**src/rtl/lsm_pkg.sv**
```systemverilog
package lsm_pkg;
  typedef enum logic [1:0] {
    ST_IDLE = 2'd0,
    ST_XFER = 2'd1,
    ST_DONE = 2'd2
  } lsm_state_e;

  // controls kept for the whole operation
  typedef struct packed {
    logic bank;
    logic wb;
    logic load;
    logic usr;
  } lsm_ctrl_t;
endpackage

```
**src/rtl/lsm_lowest_scan.sv**
```systemverilog
module lsm_lowest_scan #(
  parameter int MW = 16,
  localparam int IW = $clog2(MW)
) (
  input  logic [MW-1:0] vec,
  output logic          found,
  output logic [IW-1:0] idx,
  output logic [MW-1:0] rest
);
  logic [MW:0]   below;
  logic [MW-1:0] onehot;

  assign below[0] = 1'b0;
  for (genvar g = 0; g < MW; g++) begin : g_chain
    assign onehot[g]  = vec[g] & ~below[g];
    assign below[g+1] = below[g] | vec[g];
  end

  assign found = below[MW];
  assign rest  = vec & ~onehot;

  always_comb begin
    idx = '0;
    for (int i = 0; i < MW; i++)
      if (onehot[i]) idx = idx | IW'(i);
  end

  // exactly one bit is removed per scan step
  always_comb begin
    if (found)
      assert ($countones(vec) == $countones(rest) + 1)
        else $error("p_one_removed_r2");
  end
endmodule

```
**src/rtl/lsm_addr_calc.sv**
```systemverilog
module lsm_addr_calc #(
  parameter int AW = 32,
  parameter int MW = 16,
  localparam int CW = $clog2(MW + 1)
) (
  input  logic [AW-1:0] base,
  input  logic [MW-1:0] mask,
  input  logic          pre,
  input  logic          up,
  output logic [AW-1:0] first_addr,
  output logic [AW-1:0] final_base
);
  logic [CW-1:0] cnt;
  logic [AW-1:0] span;
  logic [AW-1:0] four;

  always_comb begin
    cnt = '0;
    for (int i = 0; i < MW; i++)
      cnt = cnt + CW'(mask[i]);
  end

  assign four = AW'(4);
  assign span = AW'(cnt) << 2;

  always_comb begin
    if (up) begin
      first_addr = pre ? base + four : base;
      final_base = base + span;
    end else begin
      first_addr = pre ? base - span : base - span + four;
      final_base = base - span;
    end
  end
endmodule

```
**src/rtl/lsm_sequencer.sv**
```systemverilog
module lsm_sequencer
  import lsm_pkg::*;
#(
  parameter int AW = 32,
  parameter int MW = 16,
  localparam int IW = $clog2(MW),
  localparam int RW = IW + 1
) (
  input  logic          clk,
  input  logic          rst,
  input  logic          start,
  input  logic          i_pre,
  input  logic          i_up,
  input  logic          i_usr,
  input  logic          i_wb,
  input  logic          i_load,
  input  logic          i_bank,
  input  logic [MW-1:0] i_mask,
  input  logic [RW-1:0] i_base_reg,
  input  logic [AW-1:0] i_base,
  input  logic          mem_ready,
  output logic          mem_valid,
  output logic [AW-1:0] mem_addr,
  output logic [RW-1:0] mem_reg,
  output logic          mem_load,
  output logic          mem_usr,
  output logic          busy,
  output logic          done,
  output logic          wb_valid,
  output logic [RW-1:0] wb_reg,
  output logic [AW-1:0] wb_data
);
  lsm_state_e    state_q;
  lsm_ctrl_t     ctrl_q;
  logic [MW-1:0] pend_q;
  logic [MW-1:0] scan_in;
  logic [MW-1:0] scan_rest;
  logic [IW-1:0] scan_idx;
  logic          scan_found;
  logic [AW-1:0] first_addr;
  logic [AW-1:0] final_base;
  logic          accept;
  logic          hs;

  assign accept  = (state_q == ST_IDLE) && start;
  assign hs      = (state_q == ST_XFER) && mem_ready;
  assign scan_in = (state_q == ST_IDLE) ? i_mask : pend_q;

  lsm_lowest_scan #(.MW(MW)) u_scan (
    .vec   (scan_in),
    .found (scan_found),
    .idx   (scan_idx),
    .rest  (scan_rest)
  );

  lsm_addr_calc #(.AW(AW), .MW(MW)) u_addr (
    .base       (i_base),
    .mask       (i_mask),
    .pre        (i_pre),
    .up         (i_up),
    .first_addr (first_addr),
    .final_base (final_base)
  );

  always_ff @(posedge clk) begin
    if (rst) begin
      state_q   <= ST_IDLE;
      ctrl_q    <= '0;
      pend_q    <= '0;
      mem_valid <= 1'b0;
      mem_addr  <= '0;
      mem_reg   <= '0;
      mem_load  <= 1'b0;
      mem_usr   <= 1'b0;
      done      <= 1'b0;
      wb_valid  <= 1'b0;
      wb_reg    <= '0;
      wb_data   <= '0;
    end else begin
      done     <= 1'b0;
      wb_valid <= 1'b0;
      unique case (state_q)
        ST_IDLE: begin
          if (accept) begin
            ctrl_q  <= '{bank: i_bank, wb: i_wb, load: i_load, usr: i_usr};
            wb_reg  <= i_base_reg;
            wb_data <= final_base;
            if (scan_found) begin
              state_q   <= ST_XFER;
              mem_valid <= 1'b1;
              mem_addr  <= first_addr;
              mem_reg   <= {i_bank, scan_idx};
              mem_load  <= i_load;
              mem_usr   <= i_usr;
              pend_q    <= scan_rest;
            end else begin
              state_q  <= ST_DONE;
              done     <= 1'b1;
              wb_valid <= i_wb;
            end
          end
        end
        ST_XFER: begin
          if (hs) begin
            if (scan_found) begin
              mem_addr <= mem_addr + AW'(4);
              mem_reg  <= {ctrl_q.bank, scan_idx};
              pend_q   <= scan_rest;
            end else begin
              state_q   <= ST_DONE;
              mem_valid <= 1'b0;
              done      <= 1'b1;
              wb_valid  <= ctrl_q.wb;
            end
          end
        end
        ST_DONE: state_q <= ST_IDLE;
        default: state_q <= ST_IDLE;
      endcase
    end
  end

  assign busy = (state_q != ST_IDLE);

  // ---------------- assertions ----------------
  p_hold_r8: assert property (@(posedge clk) disable iff (rst)
    mem_valid && !mem_ready |=> mem_valid && $stable(mem_addr) && $stable(mem_reg))
    else $error("p_hold_r8");

  p_step_r4: assert property (@(posedge clk) disable iff (rst)
    mem_valid && mem_ready && (pend_q != '0) |=> mem_valid && (mem_addr == $past(mem_addr) + AW'(4)))
    else $error("p_step_r4");

  p_ascend_r2: assert property (@(posedge clk) disable iff (rst)
    mem_valid && mem_ready && (pend_q != '0) |=> mem_reg > $past(mem_reg))
    else $error("p_ascend_r2");

  p_bank_r3: assert property (@(posedge clk) disable iff (rst)
    mem_valid |-> mem_reg[RW-1] == ctrl_q.bank)
    else $error("p_bank_r3");

  p_dir_r10: assert property (@(posedge clk) disable iff (rst)
    mem_valid |-> (mem_load == ctrl_q.load) && (mem_usr == ctrl_q.usr))
    else $error("p_dir_r10");

  p_wb_done_r6: assert property (@(posedge clk) disable iff (rst)
    wb_valid |-> done && !mem_valid)
    else $error("p_wb_done_r6");

  p_done_pulse_r9: assert property (@(posedge clk) disable iff (rst)
    done |=> !done)
    else $error("p_done_pulse_r9");

  p_last_done_r9: assert property (@(posedge clk) disable iff (rst)
    mem_valid && mem_ready && (pend_q == '0) |=> done && !mem_valid)
    else $error("p_last_done_r9");

  p_empty_r7: assert property (@(posedge clk) disable iff (rst)
    start && !busy && (i_mask == '0) |=> done && !mem_valid)
    else $error("p_empty_r7");

  p_quiet_r11: assert property (@(posedge clk) disable iff (rst)
    !busy |-> !mem_valid && !done && !wb_valid)
    else $error("p_quiet_r11");

  p_ignore_r1: assert property (@(posedge clk) disable iff (rst)
    mem_valid && !mem_ready && start |=> $stable(mem_reg) && $stable(mem_addr))
    else $error("p_ignore_r1");
endmodule

```
**config.mk**
```make
export PLATFORM = sky130hd
export DESIGN_NAME = lsm_sequencer
export DESIGN_NICKNAME = d
export VERILOG_FILES = /design/src/rtl/lsm_pkg.sv /design/src/rtl/lsm_lowest_scan.sv /design/src/rtl/lsm_addr_calc.sv /design/src/rtl/lsm_sequencer.sv
export SDC_FILE = /design/constraint.sdc
export NUM_CORES = 1
export LEC_CHECK = 0
export ABC_AREA = 1
export BUFFER_PORTS_ARGS = -buffer_cell sky130_fd_sc_hd__buf_2
export CAP_MARGIN = 5
export CELL_PAD_IN_SITES_DETAIL_PLACEMENT = 0
export CELL_PAD_IN_SITES_GLOBAL_PLACEMENT = 1
export CORE_MARGIN = 2
export CORE_UTILIZATION = 43
export CTS_CLUSTER_DIAMETER = 30
export DETAILED_ROUTE_END_ITERATION = 10
export GPL_TIMING_DRIVEN = 1
export PLACE_DENSITY_LB_ADDON = 0.1
export SLEW_MARGIN = 40
export SYNTH_ARGS = -nofsm -noshare
export SYNTH_HDL_FRONTEND = slang
export SYNTH_SLANG_ARGS = --single-unit
```
**constraint.sdc**
```tcl
create_clock -name clk -period 12.1 [get_ports clk]
set_clock_uncertainty 0.1 [all_clocks]
set_input_delay 1.21 -clock clk [delete_from_list [all_inputs] [get_ports clk]]
set_output_delay 1.21 -clock clk [all_outputs]
set_load 0.005 [all_outputs]
```
==> reports/qor.yml <==
run_status:
  outcome: "finished clean"
finish:
  fillerInstances: 2332
  layout.cells.non_filler: 1933
  largestRegisters: "mem_addr: 32 flops, wb_data: 32 flops, pend_q: 15 flops"
  drive_gt1_frac: 0.116
  syn_to_final_growth_pct: 12.2
  final_util: 0.487
  nNetsFinal: 1747
logic_synthesis:
  syn_area_per_cell_um2: 5.81
  yosys_warnings: 0
  ys_seq_elements: 98
  synthesis.nets: 1648
  synthArstFlopShare: 0
  ys_types: 51
  synthCells: 1554
  ys_seq_area_frac: 0.217
  synth_flop_cell: "dfxtp_1"
  synth_edf_count: 0
  syn-cell-area_um2: 9030
sta:
  finalWorstPathRequiredPeriod_ns: 7.36
  rsz0062_at_grt: "false"
  max_freq_mhz: 136
  holdWs_ns: 0.366
  tightest_slew_ns: 0.769
  relSlewSlack: 0.484
  finalSetupViolations: 0
  finalCritPeriodShare: 0.608
  finalMaxSlewViolations: 0
  hold_viol: 0
  setup_tns_ns: 0
cts:
  post_cts_resized: 0
  cts_num_sinks: 98
  cts-root-buf: "clkbuf_16"
  h-tree-depth: 3
  hold_buffers: 0
  path_clk_slew_ns: 0.07
  cts_buffers: 9
  cts_buffer_depth: 2
  postCtsSetupBuffers: 0
  clk_latency_ns: 0.36
  cts_tree: "yes"
global_routing:
  grt_usage: 0.316
  grt_pass1_vias: 9852
  antenna_found_initial: 1
  grt_remaining_overflow: 0
  grt_pass1_wl_mm: 54.5
  grt_max_degree: 63
drt:
  routedWlPerCell_um: 18.1
  dr.pass1.iters: 6
  drc: 0
  drt_iter0_markers: 675
  vias: 10600
  drt-total-wl_mm: 35.0
  ant_nets: 0
  viasPerCell: 5.46
power:
  ir_drop_v: 0.000179
  p_switching_mw: 0.665
  p_sw_frac: 0.475
  pwr-share-comb: 0.512
  design_power_total_mw: 1.40
  static-leakage-power_nw: 4.78
  power_frac_seq: 0.281
  p_clk_frac: 0.207
  p_int_mw: 0.737
  powerDensity_nw_per_um2: 138
run:
  cap_violations: 0
die:
  die_area_um2: 22200
  die_h_um: 149
  num_rows: 53
  ios: 143
  start_util: 0.434
  die_x_um: 149
  core_region_area_um2: 20800
placed_design:
  globalplace.congestion: 0.981
  post-dp-hpwl_mm: 27.2
  placed_cells: 1917
  io_buffers: 142
setup_path:
  worstPathRequired_ns: 12.24
  start_kind: "input pin"
  worst_path_max_delay_cell: "fa_1"
  ff2ff_setup_slack_ns: 8.71
  cp_common_cell: "nand2_1"
  r2r_end: "mem_addr[23]$_SDFFE_PP0P_"
  cp_max_fo: 7
  reg2reg_depth: 15
  worstSetupPathType: "input pin to flip-flop"
  slowest_delay_ns: 0.54
  end_kind: "flip-flop"
  crit_arrival_ns: 7.50
  rr_startpoint: "state_q[1]$_SDFFE_PP0P_"
hold_path:
  hold_start: "pend_q[10]$_SDFFE_PP0P_"
  hold_end: "pend_q[10]$_SDFFE_PP0P_"
  hp-class: "flip-flop to flip-flop"
  hold-path-cell-count: 2
==> stage by stage <==
step	worst slack [ns]	area, µm²
6_report	4.74	10100
3_3_place_gp	4.48	9860
3_5_place_dp	4.40	9860
2_1_floorplan	5.34	9030
4_1_cts	4.77	10100
5_1_grt	4.25	10100
==> per-layer routing <==
metal,GRT usage,up-vias,share of wire
li1,-,5320,-
met5,0,-,0
met3,0.0486,71,0.048
met4,0.123,0,0.040
met2,0.532,332,0.47
met1,0.405,4836,0.44
==> synth_stat cells (7+ instances only) <==
cell type  count  area (µm²)
inv_1        198         743
xor2_1        30         263
nand2_1      368        1380
nand3_1      141         706
nand4_1       38         238
ha_1          19         238
o21ai_0      120         601
clkbuf_1      44         165
fa_1          12         240
dfxtp_1       98        1960
o21ai_1        7        35.0
o211ai_1      22         165
nor2_1       205         769
a21oi_1      115         576
nor3_1        39         195
nor4_1        11        68.8
==> critical path, delay by kind of cell <==
| kind | cells | cell delay, ns |
|---|---|---|
| adders and majority gates | 8 | 3.38 |
| and+or+nand+nor | 15 | 2.06 |
| AOI/OAI and AO/OA | 3 | 0.47 |
| buffers and inverters | 5 | 0.40 |
==> cell families (layout without fill, tap and decap cells) <==
| group | after synthesis | in the layout | synth area share |
|---|---|---|---|
| adders and majority gates | 31 | 31 | 0.0529 |
| xor gates and xnor gates | 34 | 34 | 0.0330 |
| AOI/OAI and AO/OA | 298 | 298 | 0.183 |
| and+or+nand+nor | 830 | 830 | 0.398 |
| other | 0 | 1 | 0 |
| DFF | 98 | 98 | 0.217 |
| buffers and inverters | 263 | 366 | 0.116 |
==> power by group through the flow <==
stage | Sequential [mW] | Combinational (mW) | Clock, mW
floorplan | 0.397 | 0.500 | 0
global placement | 0.400 | 0.707 | 0
detailed placement | 0.401 | 0.711 | 0
CTS | 0.394 | 0.715 | 0.296
global route | 0.399 | 0.809 | 0.308
finish | 0.394 | 0.718 | 0.290
==> area by class of cell <==
type,instances,area (µm²),share of cell area
multi-input combinational,1193,6040,0.596
sequential,98,1960,0.194
timing repair buffer,149,763,0.0753
inverter,202,759,0.0749
tap,275,344,0.0339
clock buffer,10,229,0.0226
clock inverter,5,40.0,0.00395
antenna,1,2.50,0.000247
==> worst max path at each step <==
stage                     startpoint                   endpoint  slack [ns]  cells after the start
final                      i_mask[0]  mem_addr[21]$_SDFFE_PP0P_        4.74                     31
after global routing       i_mask[0]  mem_addr[21]$_SDFFE_PP0P_        4.25                     31
after CTS                  i_mask[0]  mem_addr[24]$_SDFFE_PP0P_        4.77                     27
after detailed placement   i_mask[0]  mem_addr[21]$_SDFFE_PP0P_        4.40                     31
after global placement     i_mask[0]  mem_addr[21]$_SDFFE_PP0P_        4.48                     31
after floorplan            i_mask[0]  mem_addr[21]$_SDFFE_PP0P_        5.34                     31
==> cell usage in the layout (no fill, tap or decap), types with 9 or more instances in the layout <==
cell type  count
nor3_1        39
nor4_1        11
o211ai_1      22
o21ai_0      120
a21oi_1      115
clkbuf_16      9
buf_2        142
nor2_1       203
dfxtp_1       98
xor2_1        30
ha_1          19
nand2_1      368
nand4_1       38
inv_1        196
nand3_1      141
fa_1          12
(Power assumes the default switching activity.)
